--- src/rtl/spi3_pkg.sv ---
package spi3_pkg;
   localparam int ADDR_W     = 8;
   localparam int DATA_W     = 8;
   localparam int FRAME_BITS = 1 + ADDR_W + DATA_W;
   localparam int CNT_W      = $clog2(FRAME_BITS + 1);

   typedef logic [DATA_W-1:0] byte_t;
   typedef logic [ADDR_W-1:0] addr_t;
   typedef logic [CNT_W-1:0]  cnt_t;

   // bit counter landmarks (count of bits already received)
   localparam cnt_t CNT_ADDR_LAST  = cnt_t'(ADDR_W);
   localparam cnt_t CNT_DATA_FIRST = cnt_t'(ADDR_W + 1);
   localparam cnt_t CNT_DATA_LAST  = cnt_t'(FRAME_BITS - 1);
   localparam cnt_t CNT_FRAME      = cnt_t'(FRAME_BITS);
endpackage

--- src/rtl/spi3_sync.sv ---
module spi3_sync #(
   parameter int         W       = 1,
   parameter int         STAGES  = 2,
   parameter logic [W-1:0] RST_VAL = '0
) (
   input  logic         clk,
   input  logic         rst_n,
   input  logic [W-1:0] d,
   output logic [W-1:0] q
);
   generate
      if (STAGES < 2) begin : g_bad_stages
         $error("spi3_sync: STAGES must be at least 2");
      end
      if (W < 1) begin : g_bad_width
         $error("spi3_sync: W must be at least 1");
      end
   endgenerate

   logic [W-1:0] stage [STAGES];

   genvar g;
   generate
      for (g = 0; g < STAGES; g++) begin : g_stage
         always_ff @(posedge clk or negedge rst_n) begin
            if (!rst_n) begin
               stage[g] <= RST_VAL;
            end else if (g == 0) begin
               stage[g] <= d;
            end else begin
               stage[g] <= stage[(g == 0) ? 0 : g-1];
            end
         end
      end
   endgenerate

   assign q = stage[STAGES-1];
endmodule

--- src/rtl/spi3_frame.sv ---
module spi3_frame
   import spi3_pkg::*;
(
   input  logic  clk,
   input  logic  rst_n,
   input  logic  sel_s,
   input  logic  sclk_s,
   input  logic  sdi_s,
   input  byte_t rd_data,
   output addr_t rd_addr,
   output logic  wr_stb,
   output addr_t wr_addr,
   output byte_t wr_data,
   output logic  sdo,
   output logic  oe
);
   logic  sclk_d;
   logic  sclk_rise, sclk_fall;
   cnt_t  bit_cnt;
   logic  rw_q;
   byte_t shreg;
   addr_t addr_q;
   logic  rd_pend;
   byte_t rd_sh;
   logic  sdo_q, oe_q;
   logic  wr_stb_q;
   byte_t wr_data_q;
   cnt_t  rd_idx;
   byte_t shreg_next;

   assign sclk_rise  = sclk_s & ~sclk_d;
   assign sclk_fall  = ~sclk_s & sclk_d;
   assign rd_idx     = CNT_DATA_LAST - bit_cnt;
   assign shreg_next = {shreg[DATA_W-2:0], sdi_s};

   always_ff @(posedge clk or negedge rst_n) begin
      if (!rst_n) begin
         sclk_d    <= 1'b0;
         bit_cnt   <= '0;
         rw_q      <= 1'b0;
         shreg     <= '0;
         addr_q    <= '0;
         rd_pend   <= 1'b0;
         rd_sh     <= '0;
         sdo_q     <= 1'b0;
         oe_q      <= 1'b0;
         wr_stb_q  <= 1'b0;
         wr_data_q <= '0;
      end else begin
         sclk_d   <= sclk_s;
         wr_stb_q <= 1'b0;
         rd_pend  <= 1'b0;
         if (rd_pend) begin
            rd_sh <= rd_data;
         end
         if (sel_s) begin
            bit_cnt <= '0;
            oe_q    <= 1'b0;
         end else begin
            if (sclk_rise && (bit_cnt < CNT_FRAME)) begin
               shreg   <= shreg_next;
               bit_cnt <= bit_cnt + 1'b1;
               if (bit_cnt == '0) begin
                  rw_q <= sdi_s;
               end
               if (bit_cnt == CNT_ADDR_LAST) begin
                  addr_q  <= shreg_next;
                  rd_pend <= rw_q;
               end
               if ((bit_cnt == CNT_DATA_LAST) && !rw_q) begin
                  wr_stb_q  <= 1'b1;
                  wr_data_q <= shreg_next;
               end
            end
            if (sclk_fall && rw_q && (bit_cnt >= CNT_DATA_FIRST) && (bit_cnt < CNT_FRAME)) begin
               oe_q  <= 1'b1;
               sdo_q <= rd_sh[rd_idx[2:0]];
            end
         end
      end
   end

   assign rd_addr = addr_q;
   assign wr_addr = addr_q;
   assign wr_stb  = wr_stb_q;
   assign wr_data = wr_data_q;
   assign sdo     = sdo_q;
   assign oe      = oe_q;

   // the driver is only enabled in a read frame
   a_r4_oe_read_only: assert property (@(posedge clk) disable iff (!rst_n)
      oe_q |-> rw_q);
   // the driver is never enabled before the data phase
   a_r4_oe_data_phase: assert property (@(posedge clk) disable iff (!rst_n)
      oe_q |-> (bit_cnt >= CNT_DATA_FIRST));
   // a commit only follows a complete frame
   a_r2_commit_full: assert property (@(posedge clk) disable iff (!rst_n)
      wr_stb_q |-> (bit_cnt == CNT_FRAME));
   // the read bit changes only on a falling serial edge
   a_r3_sdo_hold: assert property (@(posedge clk) disable iff (!rst_n)
      !sclk_fall |=> $stable(sdo_q));
endmodule

--- src/rtl/spi3_regfile.sv ---
module spi3_regfile
   import spi3_pkg::*;
#(
   parameter int    NUM_GP       = 4,
   parameter int    SCLR_CYCLES  = 400,
   parameter addr_t ADDR_CTRL    = 8'h00,
   parameter addr_t ADDR_PWR     = 8'h01,
   parameter addr_t ADDR_GP_BASE = 8'h02,
   parameter addr_t ADDR_WO      = 8'h08,
   parameter addr_t ADDR_MIRROR  = 8'h09,
   parameter addr_t ADDR_ID      = 8'h1E,
   parameter byte_t CHIP_ID      = 8'h5A,
   parameter byte_t CTRL_RST     = 8'h00,
   parameter byte_t PWR_RST      = 8'h00,
   parameter byte_t WO_RST       = 8'h3C,
   parameter byte_t GP_RST       = 8'h00
) (
   input  logic                     clk,
   input  logic                     rst_n,
   input  logic                     wr_stb,
   input  addr_t                    wr_addr,
   input  byte_t                    wr_data,
   input  addr_t                    rd_addr,
   output byte_t                    rd_data,
   output byte_t                    ctrl_q,
   output byte_t                    pwr_q,
   output byte_t                    cfg_q,
   output logic [NUM_GP*DATA_W-1:0] gp_q
);
   localparam int    SCLR_W    = $clog2(SCLR_CYCLES + 1);
   localparam int    GP_LAST   = int'(ADDR_GP_BASE) + NUM_GP - 1;
   localparam logic [SCLR_W-1:0] SCLR_LOAD = SCLR_W'(SCLR_CYCLES - 1);

   generate
      if (SCLR_CYCLES < 1) begin : g_bad_sclr
         $error("spi3_regfile: SCLR_CYCLES must be at least 1");
      end
      if (NUM_GP < 1 || GP_LAST > 255) begin : g_bad_gp
         $error("spi3_regfile: general register range does not fit the address space");
      end
      if (ADDR_WO == ADDR_MIRROR || ADDR_ID == ADDR_MIRROR || ADDR_ID == ADDR_WO ||
          ADDR_CTRL == ADDR_PWR || ADDR_CTRL == ADDR_WO || ADDR_CTRL == ADDR_MIRROR ||
          ADDR_CTRL == ADDR_ID || ADDR_PWR == ADDR_WO || ADDR_PWR == ADDR_MIRROR ||
          ADDR_PWR == ADDR_ID) begin : g_bad_map
         $error("spi3_regfile: register addresses collide");
      end
   endgenerate

   logic [SCLR_W-1:0] sclr_cnt;
   byte_t             ctrl_r, pwr_r, wo_r;

   // control, power and write-only registers with the self-clearing reset bit
   always_ff @(posedge clk or negedge rst_n) begin
      if (!rst_n) begin
         ctrl_r   <= {CTRL_RST[DATA_W-1:1], 1'b0};
         sclr_cnt <= '0;
         pwr_r    <= PWR_RST;
         wo_r     <= WO_RST;
      end else begin
         if (ctrl_r[0]) begin
            if (sclr_cnt == '0) begin
               ctrl_r[0] <= 1'b0;
            end else begin
               sclr_cnt <= sclr_cnt - 1'b1;
            end
         end
         if (wr_stb) begin
            if (wr_addr == ADDR_CTRL) begin
               ctrl_r   <= wr_data;
               sclr_cnt <= wr_data[0] ? SCLR_LOAD : '0;
            end
            if (wr_addr == ADDR_PWR) begin
               pwr_r <= wr_data;
            end
            if (wr_addr == ADDR_WO) begin
               wo_r <= wr_data;
            end
         end
      end
   end

   byte_t gp_r  [NUM_GP];
   byte_t gp_rd [NUM_GP];

   genvar g;
   generate
      for (g = 0; g < NUM_GP; g++) begin : g_gp
         localparam addr_t GP_ADDR = addr_t'(int'(ADDR_GP_BASE) + g);
         if (GP_ADDR == ADDR_CTRL || GP_ADDR == ADDR_PWR || GP_ADDR == ADDR_WO ||
             GP_ADDR == ADDR_MIRROR || GP_ADDR == ADDR_ID) begin : g_clash
            $error("spi3_regfile: general register overlaps a fixed register");
         end
         always_ff @(posedge clk or negedge rst_n) begin
            if (!rst_n) begin
               gp_r[g] <= GP_RST;
            end else if (wr_stb && (wr_addr == GP_ADDR)) begin
               gp_r[g] <= wr_data;
            end
         end
         assign gp_rd[g] = (rd_addr == GP_ADDR) ? gp_r[g] : '0;
         assign gp_q[g*DATA_W +: DATA_W] = gp_r[g];
      end
   endgenerate

   // read multiplexer: the write-only address and unmapped space return zero
   always_comb begin
      rd_data = '0;
      if (rd_addr == ADDR_CTRL) begin
         rd_data = ctrl_r;
      end else if (rd_addr == ADDR_PWR) begin
         rd_data = pwr_r;
      end else if (rd_addr == ADDR_MIRROR) begin
         rd_data = wo_r;
      end else if (rd_addr == ADDR_ID) begin
         rd_data = CHIP_ID;
      end
      for (int k = 0; k < NUM_GP; k++) begin
         rd_data = rd_data | gp_rd[k];
      end
   end

   assign ctrl_q = ctrl_r;
   assign pwr_q  = pwr_r;
   assign cfg_q  = wo_r;

   // the countdown is idle whenever the reset bit is clear
   a_r8_cnt_idle: assert property (@(posedge clk) disable iff (!rst_n)
      !ctrl_r[0] |-> (sclr_cnt == '0));
   // without a commit strobe the stored registers hold
   a_r5_hold: assert property (@(posedge clk) disable iff (!rst_n)
      !wr_stb |=> ($stable(pwr_r) && $stable(wo_r) && $stable(gp_q) && $stable(ctrl_r[DATA_W-1:1])));
endmodule

--- src/rtl/spi3_reg_slave.sv ---
module spi3_reg_slave
   import spi3_pkg::*;
#(
   parameter int    NUM_GP      = 4,
   parameter int    SCLR_CYCLES = 400,
   parameter int    SYNC_STAGES = 2,
   parameter byte_t CHIP_ID     = 8'h5A
) (
   input  logic                     clk,
   input  logic                     rst_n,
   input  logic                     sel_n,
   input  logic                     sclk,
   input  logic                     sdio_in,
   output logic                     sdio_out,
   output logic                     sdio_oe,
   output logic [DATA_W-1:0]        ctrl_q,
   output logic [DATA_W-1:0]        pwr_q,
   output logic [DATA_W-1:0]        cfg_q,
   output logic [NUM_GP*DATA_W-1:0] gp_q
);
   logic [2:0] raw_in, sync_out;
   logic       sel_s, sclk_s, sdi_s;
   addr_t      rd_addr, wr_addr;
   byte_t      rd_data, wr_data;
   logic       wr_stb;
   logic       oe_int;

   assign raw_in = {sel_n, sclk, sdio_in};

   spi3_sync #(
      .W       (3),
      .STAGES  (SYNC_STAGES),
      .RST_VAL (3'b100)
   ) u_sync (
      .clk   (clk),
      .rst_n (rst_n),
      .d     (raw_in),
      .q     (sync_out)
   );

   assign sel_s  = sync_out[2];
   assign sclk_s = sync_out[1];
   assign sdi_s  = sync_out[0];

   spi3_frame u_frame (
      .clk     (clk),
      .rst_n   (rst_n),
      .sel_s   (sel_s),
      .sclk_s  (sclk_s),
      .sdi_s   (sdi_s),
      .rd_data (rd_data),
      .rd_addr (rd_addr),
      .wr_stb  (wr_stb),
      .wr_addr (wr_addr),
      .wr_data (wr_data),
      .sdo     (sdio_out),
      .oe      (oe_int)
   );

   spi3_regfile #(
      .NUM_GP      (NUM_GP),
      .SCLR_CYCLES (SCLR_CYCLES),
      .CHIP_ID     (CHIP_ID)
   ) u_regs (
      .clk     (clk),
      .rst_n   (rst_n),
      .wr_stb  (wr_stb),
      .wr_addr (wr_addr),
      .wr_data (wr_data),
      .rd_addr (rd_addr),
      .rd_data (rd_data),
      .ctrl_q  (ctrl_q),
      .pwr_q   (pwr_q),
      .cfg_q   (cfg_q),
      .gp_q    (gp_q)
   );

   // release the pad the moment select rises, ahead of the synchronizer
   assign sdio_oe = oe_int & ~sel_n;
endmodule

--- config.mk ---
export PLATFORM = sky130hd
export DESIGN_NAME = spi3_reg_slave
export DESIGN_NICKNAME = d
export VERILOG_FILES = /design/src/rtl/spi3_pkg.sv /design/src/rtl/spi3_sync.sv /design/src/rtl/spi3_frame.sv /design/src/rtl/spi3_regfile.sv /design/src/rtl/spi3_reg_slave.sv
export SDC_FILE = /design/constraint.sdc
export NUM_CORES = 1
export LEC_CHECK = 0
export ABC_AREA = 1
export CAP_MARGIN = 20
export CORE_MARGIN = 2
export CORE_UTILIZATION = 45
export CTS_CLUSTER_SIZE = 24
export DETAILED_ROUTE_END_ITERATION = 6
export HOLD_SLACK_MARGIN = 0.12
export PLACE_DENSITY_LB_ADDON = 0.1
export SYNTH_ARGS = -nofsm -noshare
export SYNTH_HDL_FRONTEND = slang
export SYNTH_HIERARCHICAL = 1
export SYNTH_SLANG_ARGS = --single-unit
export TNS_END_PERCENT = 5
--- constraint.sdc ---
create_clock -name clk -period 1.83 [get_ports clk]
set_input_delay 0.549 -clock clk [delete_from_list [all_inputs] [get_ports clk]]
set_output_delay 0.549 -clock clk [all_outputs]
set_load 0.005 [all_outputs]
==> results.cfg, run 1 <==
[run_status]
status = finished clean

[cells_and_area]
area_growth_syn_to_layout_pct = 25.3
fill_cells = 1093
fin_util_pct = 58.3
drive_above_1_share_pct = 18.6
diodes = 0
fin_area_sq_um = 7060
finalNetCount = 721

[logic_synthesis]
synth_common_cells = nand2_1, dfrtp_1, nand3_1
yosysMostFrequentCell = nand2_1
async_flop_share_pct = 100
synth-seq-area-share_pct = 50.3
synth_top_cell_area_share_pct = 47.5
netlist_top_cells_area = dfrtp_1, nand2_1, nand3_1, o21ai_0, inv_1
synth_cells = 634
syn_avg_cell_area_sq_um = 8.89
ys_ff_latch = 113
synth_nets = 643
synthDistinctLibCells = 40
synth-edff-count = 0
synth_top_cell_by_area = dfrtp_1
yosys_warnings = 6
syn_area_sq_um = 5640
ys.flop_type = dfrtp_1

[worst_setup_path]
path_depth = 1
crit_start = u_regs/cfg_q[4]
critPathMaxFanout = 3
regToRegEndpoint = u_frame/rd_sh[2]
endpoint = cfg_q[4]
cp.arrival_ns = 1.20
slowest_stage = dfstp_2
r2r_slack_ns = 0.09
path_cells = dlygate4sd2_1
cp-end-kind = primary output
r2r_cells = 8
crit_family = flip-flops
r2r-start = u_frame/rd_addr[3]
start_kind = flop
required_ns = 1.28
crit_buf_inv = 1
cpPeakStageDelay_ns = 0.55
path_class = reg -> out

[placed_design]
io_buffers = 62
hpwlAfterDp_um = 10200
gp_congestion = 0.916
place_area_sq_um = 6460

[clocking]
cts_buffers = 17
clk_latency_ns = 0.41
tritoncts = done
clkTransAtPathRegs_ns = 0.05
cts_buffer_depth = 2
clkSinkCount = 113
cts_max_level = 4
root_buffer = clkbuf_16

[grt]
track_usage_pct = 22.8
grt_pass1_wl_um = 22900
grt_pass1_vias = 4312
antenna_found_initial = 0
overflow = 0
grt_max_degree = 27

[detailed_routing]
num_vias = 4533
drt_pass1_iterations = 7
wirelength_um = 14200
ant_nets = 0
wl_per_cell_um = 15.9
drt-initial-drc-count = 379
route.detailed.drc = 0
via_per_inst = 5.08

[floorplan]
io_pins = 63
dieArea_sq_um = 13400
fp-row-count = 40
start_util_pct = 46.5
die_h_um = 116
die_w_um = 116
fp.coreArea_sq_um = 12100

[timing]
finalCritPeriodShare_pct = 95.7
grt_setup_unrepaired = true
fmax_mhz = 571
finalClockSkew_ns = 0.00822
drv_slew = 0
fin_crit_ns = 1.75
slew_headroom_pct = 69.1
tightest_slew_ns = 0.462
finalSetupViolCount = 0
fin_tns_setup_ns = 0
worst_hold_slack_ns = 0.354
hold_viol_final = 0

[power]
power_density_nw_per_um2 = 893
leakage_nw = 3.62
vdd_drop_max_mv = 1.08

[worst_hold_path]
min_path_type = reg -> reg

[flow_run]
max_cap_violations = 0
==> power breakdown <==
group	total (W)	internal (W)	switching (W)
Combinational	0.000232	0.0000764	0.000156
Sequential	0.00259	0.00255	0.0000343
Clock	0.00349	0.00238	0.00111
==> cell usage in the layout, fill, tap and decap left out, types with 9 or more instances in the layout <==
| cell type | n |
|---|---|
| nor2_2 | 9 |
| inv_1 | 54 |
| a21oi_1 | 17 |
| nand2_1 | 150 |
| o21ai_0 | 40 |
| buf_4 | 23 |
| dfrtp_1 | 106 |
| clkbuf_16 | 17 |
| o21ai_1 | 13 |
| dlygate4sd2_1 | 56 |
| nand3_1 | 72 |
| o21ai_2 | 14 |
| nor2_1 | 43 |
==> kinds of logic after synthesis <==
logic type | Yosys count | synth area share, %
AO/OA/AOI/OAI | 94 | 9.81
XOR/XNOR | 8 | 1.24
adder cells (fa/ha/maj) | 4 | 0.888
buffers and inverters | 89 | 8.17
flip-flops | 113 | 50.3
multiplexers | 7 | 1.40
AND/OR/NAND/NOR | 319 | 28.2
==> stage by stage <==
| stage | worst slack, ns | power [W] | instances |
|---|---|---|---|
| final | 0.0789 | 0.00631 | 893 |
| after global routing | -0.0314 | 0.00653 | 893 |
| after CTS | 0.000571 | 0.00637 | 893 |
| after detailed placement | -0.321 | 0.00286 | 858 |
| after global placement | -0.312 | 0.00286 | 858 |
| after floorplan | 0.206 | 0.00277 | 634 |
==> layout make-up <==
| class | count | area [sq um] | share of cell area (%) |
|---|---|---|---|
| clock buffers | 23 | 478 | 6.77 |
| clock inverters | 9 | 154 | 2.18 |
| inverters | 59 | 223 | 3.15 |
| multi-input cells | 432 | 2350 | 33.3 |
| flip-flops and latches | 113 | 2840 | 40.2 |
| well taps | 168 | 210 | 2.98 |
| repair buffers | 89 | 811 | 11.5 |
==> how the worst min path moves through the flow <==
stage	cells after the start	end	slack (ns)	start
2_1_floorplan	0	u_frame/bit_cnt[0]	0.25	rst_n
3_3_place_gp	0	u_sync/q[0]	0.33	u_sync/stage[3]
3_5_place_dp	0	u_sync/q[1]	0.34	u_sync/stage[4]
4_1_cts	0	u_sync/q[2]	0.36	u_sync/stage[5]
5_1_grt	0	u_sync/q[2]	0.36	u_sync/stage[5]
6_report	0	u_sync/q[2]	0.35	u_sync/stage[5]
==> sequential cells by signal, indices dropped and copies added (netlist names), 3 cells and up <==
register and cells:
u_frame/wr_data 8, u_frame/rd_sh 8, u_frame/bit_cnt 5, u_sync/q 3, u_regs/gp_q 32, u_frame/rd_addr 8
u_regs/cfg_q 8, u_regs/pwr_q 8, u_regs/ctrl_q 8, u_regs/sclr_cnt 9, u_frame/shreg 7, u_sync/stage 3
==> metal layers <==
layer	vias to the layer above	routed length [um]	track usage, %	share of wire, %
met5	-	0	0	0
met4	0	266	7.54	1.9
met3	21	663	6.01	4.7
met2	117	6410	33.7	45
met1	2166	6820	32.9	48
li1	2229	-	-	-
==> timing repair <==
action,CTS,global route
resized for setup,56,9
endpoints found under the setup margin,55,20
hold endpoints to repair,18,0
setup buffers,2,0
hold buffers,1,0
Power figures use the tool's default switching activity.
==> run 2: changes to the inputs <==
Settings changed: SETUP_SLACK_MARGIN set to 0.3, SLEW_MARGIN set to 20.
==> results.cfg, run 2 (synthesis results as in run 1) <==
[timing]
worst_hold_slack_ns = 0.115
fmax_mhz = 612
tightest_slew_ns = 0.547
finalClockSkew_ns = 0.00736
drv_slew = 0
finalSetupViolCount = 0
slew_headroom_pct = 63.5
hold_viol_final = 0
fin_crit_ns = 1.63
finalCritPeriodShare_pct = 89.2
fin_tns_setup_ns = 0
grt_setup_unrepaired = true

[worst_hold_path]
min_path_type = in -> async

[grt]
track_usage_pct = 24.1
grt_max_degree = 37
grt_pass1_vias = 4696
grt_pass1_wl_um = 24300
overflow = 0
antenna_found_initial = 0

[placed_design]
gp_congestion = 0.865
dp_cells = 862
io_buffers = 62
hpwlAfterDp_um = 10400

[clocking]
cts_max_level = 4
clkTransAtPathRegs_ns = 0.05
cts_buffers = 17
clk_latency_ns = 0.42
root_buffer = clkbuf_16
cts_buffer_depth = 2
clkSinkCount = 113
tritoncts = done

[worst_setup_path]
start_kind = flop
slowest_stage = dfrtp_1
required_ns = 1.28
cp.arrival_ns = 1.08
crit_buf_inv = 1
path_class = reg -> out
path_cells = dlygate4sd2_1
critPathMaxFanout = 3
cp-end-kind = primary output
crit_family = flip-flops
cpPeakStageDelay_ns = 0.40

[cells_and_area]
diodes = 0
final_common_cell = nand2_1
layout_common_cells = nand2_1, dfrtp_1, buf_4
largest_register_ffs = 32
area_growth_syn_to_layout_pct = 37.3
finalNetCount = 783
multi_input_area_sq_um = 2580
finalNonFillerCells = 955
fill_cells = 1006
drive_above_1_share_pct = 30.7
regArea_sq_um = 2840

[detailed_routing]
ant_nets = 0
num_vias = 4900
via_per_inst = 5.13
drt-initial-drc-count = 495
route.detailed.drc = 0
wl_per_cell_um = 16.2
wirelength_um = 15400
drt_pass1_iterations = 6

[flow_run]
max_cap_violations = 0

[floorplan]
die_h_um = 116
start_util_pct = 46.5
fp.coreArea_sq_um = 12100
die_w_um = 116
io_pins = 63
fp-row-count = 40
dieArea_sq_um = 13400

[power]
leakage_nw = 3.95
vdd_drop_max_mv = 0.634
power_density_nw_per_um2 = 802

[run_status]
status = finished clean
## run 2: cell count changes in the layout (fill, tap and decap cells not counted), moves of 5 or more
| cell | before | now |
|---|---|---|
| buf_2 | 0 | 6 |
| buf_4 | 23 | 76 |
| buf_6 | 0 | 7 |
| dfrtp_1 | 106 | 101 |
| dfrtp_2 | 1 | 6 |
| dlygate4sd2_1 | 56 | 50 |
| inv_1 | 54 | 47 |
| nand2_1 | 150 | 142 |
| nand2_4 | 3 | 8 |
| nor2_1 | 43 | 35 |
| nor2_4 | 5 | 14 |
## run 2: worst paths after layout
| check | cells past startpoint | endpoint | slack [ns] | start |
|---|---|---|---|---|
| setup reg to reg | 7 | u_regs/pwr_q[2] | 0.21 | u_frame/rd_addr[2] |
| min in group clk | 0 | u_sync/q[1] | 0.35 | u_sync/stage[4] |
| max in group asynchronous | 2 | u_regs/pwr_q[7] | 1.15 | rst_n |
| hold reg to reg | 0 | u_sync/q[1] | 0.35 | u_sync/stage[4] |
| hold / removal | 1 | u_regs/gp_q[21] | 0.11 | rst_n |
| setup / recovery | 1 | gp_q[17] | 0.20 | u_regs/gp_q[17] |
## run 2: cell type report
class / instances / share of cell area (%)
multi-input cells: 434 / 33.4
repair buffers: 149 / 16.4
inverters: 59 / 2.97
flip-flops and latches: 113 / 36.7
clock buffers: 22 / 6.13
clock inverters: 10 / 1.71
well taps: 168 / 2.72
## run 2: per-layer routing
layer | up-vias | share of wire [%] | global-route usage, %
li1 | 2352 | - | -
met1 | 2376 | 45 | 31.7
met2 | 143 | 47 | 38.2
met3 | 29 | 5.4 | 6.38
met4 | 0 | 2.4 | 9.76
met5 | - | 0 | 0
## run 2: stage by stage
step                cell area, sq um  power, W  util [%]  setup slack, ns
finish                          7740   0.00620      63.9            0.197
global route                    7740   0.00642      63.9            0.144
CTS                             7460   0.00626      61.6            0.176
detailed placement              6510   0.00287      53.7           -0.309
global placement                6510   0.00287      53.7           -0.314
floorplan                       5640   0.00277         -            0.293
## run 2: what timing repair did
action | 4_1_cts | 5_1_grt
gates cloned | 0 | 3
pin swaps | 3 | 19
setup endpoints to repair | 136 | 154
buffers inserted | 53 | 5
hold endpoints to repair | 0 | 0
resized for setup | 90 | 70
hold buffers | 0 | 0
## run 2: where the power goes
part           leakage [nW]  internal, W  switching, W
logic                  2.13    0.0000800      0.000159
clock network         0.292      0.00223       0.00114
registers              1.53      0.00255     0.0000366
total                  3.95      0.00487       0.00134
==> run 3: changes to the inputs <==
Settings changed: PLACE_DENSITY set to 0.77, PLACE_DENSITY_LB_ADDON 0.1 to not set.
==> results.cfg, run 3 (synthesis results as in run 1) <==
[run_status]
status = finished clean

[detailed_routing]
ant_nets = 0
via_per_inst = 5.15
drt-initial-drc-count = 466
drt_pass1_iterations = 7
route.detailed.drc = 0
wl_per_cell_um = 15.4
num_vias = 4834
wirelength_um = 14500

[cells_and_area]
area_growth_syn_to_layout_pct = 32.6
drive_above_1_share_pct = 25.9
fin_area_sq_um = 7470
final_common_cell = nand2_1
largest_register_ffs = 32
layout_common_cells = nand2_1, dfrtp_1, nand3_1
fin_util_pct = 61.7
diodes = 0
finalNetCount = 767

[power]
vdd_drop_max_mv = 0.744
leakage_nw = 3.83
power_density_nw_per_um2 = 842

[timing]
hold_viol_final = 0
finalCritPeriodShare_pct = 91.4
slew_headroom_pct = 73.5
tightest_slew_ns = 0.398
fmax_mhz = 598
grt_setup_unrepaired = true
finalClockSkew_ns = 0.00738
drv_slew = 0
fin_tns_setup_ns = 0
finalSetupViolCount = 0
fin_crit_ns = 1.67

[clocking]
cts_buffer_depth = 2
clk_latency_ns = 0.41
cts_buffers = 17
clkSinkCount = 113
cts_max_level = 4
clkTransAtPathRegs_ns = 0.05
root_buffer = clkbuf_16
tritoncts = done

[worst_setup_path]
start_kind = flop
cp.arrival_ns = 1.97
slowest_stage = dfrtp_1
crit_buf_inv = 2
path_common_cell = nand2_1
critPathMaxFanout = 20
required_ns = 2.12
crit_family = simple AND/OR/NAND/NOR gates
path_cells = nor2_2, nand2_2, inv_1, buf_12, nand3_1, nand2_1, a31oi_2, nand2_1, mux2_2
cp-end-kind = flop
cpPeakStageDelay_ns = 0.41
path_class = reg -> reg

[grt]
antenna_found_initial = 0
grt_max_degree = 32
grt_pass1_wl_um = 24200
overflow = 0
track_usage_pct = 23.6
grt_pass1_vias = 4678

[worst_hold_path]
min_path_type = reg -> reg

[floorplan]
io_pins = 63
fp-row-count = 40
start_util_pct = 46.5
fp.coreArea_sq_um = 12100
dieArea_sq_um = 13400
die_h_um = 116
die_w_um = 116

[placed_design]
place_area_sq_um = 6440
io_buffers = 62
hpwlAfterDp_um = 9980
gp_congestion = 0.882

[flow_run]
max_cap_violations = 0
## run 3: report_power, final
group	switching [W]	total (W)	internal (W)
Clock	0.00113	0.00346	0.00233
Combinational	0.000161	0.000240	0.0000785
Sequential	0.0000366	0.00259	0.00255
## run 3: worst register-to-register path, stage by stage, from the launching register on
cell and delay [ns]:
dfrtp_1 0.41, nor2_2 0.06, nand2_2 0.10, inv_1 0.09
buf_12 0.16, nand3_1 0.09, nand2_1 0.07, a31oi_2 0.21
nand2_1 0.10, mux2_2 0.26
## run 3: area by class of cell
class,count,area [sq um]
Timing Repair Buffer,135,1150
Clock inverter,11,160
Multi-Input combinational cell,432,2430
Sequential cell,113,2840
Clock buffer,21,460
Inverter,59,225
Tap cell,168,210
Fill cell,1024,4640
## run 3: metal layers
| metal | track usage (%) | vias to the layer above | routed length (um) |
|---|---|---|---|
| met5 | 0 | - | 0 |
| met4 | 8.41 | 0 | 295 |
| met3 | 5.39 | 22 | 923 |
| met2 | 37.1 | 163 | 6800 |
| met1 | 32.3 | 2329 | 6450 |
| li1 | - | 2320 | - |
## run 3: worst paths after layout
path	from	endpoint	slack [ns]	cells past startpoint
hold reg to reg	u_sync/stage[3]	u_sync/q[0]	0.35	0
max in group asynchronous	rst_n	u_regs/cfg_q[5]	0.65	3
hold / removal	u_sync/stage[3]	u_sync/q[0]	0.35	0
setup / recovery	u_frame/rd_addr[4]	u_frame/rd_sh[5]	0.16	9
setup reg to reg	u_frame/rd_addr[4]	u_frame/rd_sh[5]	0.16	9
min in group asynchronous	rst_n	u_regs/pwr_q[7]	0.61	2
## run 3: repair_timing
item                                    4_1_cts  5_1_grt
buffers inserted                             50        1
gates resized for setup                      93       11
pin swaps                                     5        7
hold buffers                                  1        0
endpoints found under the setup margin      132      155
endpoints found under the hold margin        23        0
## run 3: through the flow
step                      setup WS, ns  power, W  hold slack [ns]  instances
after floorplan                  0.293   0.00277            0.253        634
after global placement          -0.318   0.00286            0.335        855
after detailed placement        -0.303   0.00287            0.339        855
after CTS                        0.172   0.00633            0.356        938
after global routing            0.0123   0.00648            0.361        939
final                            0.157   0.00629            0.353        939
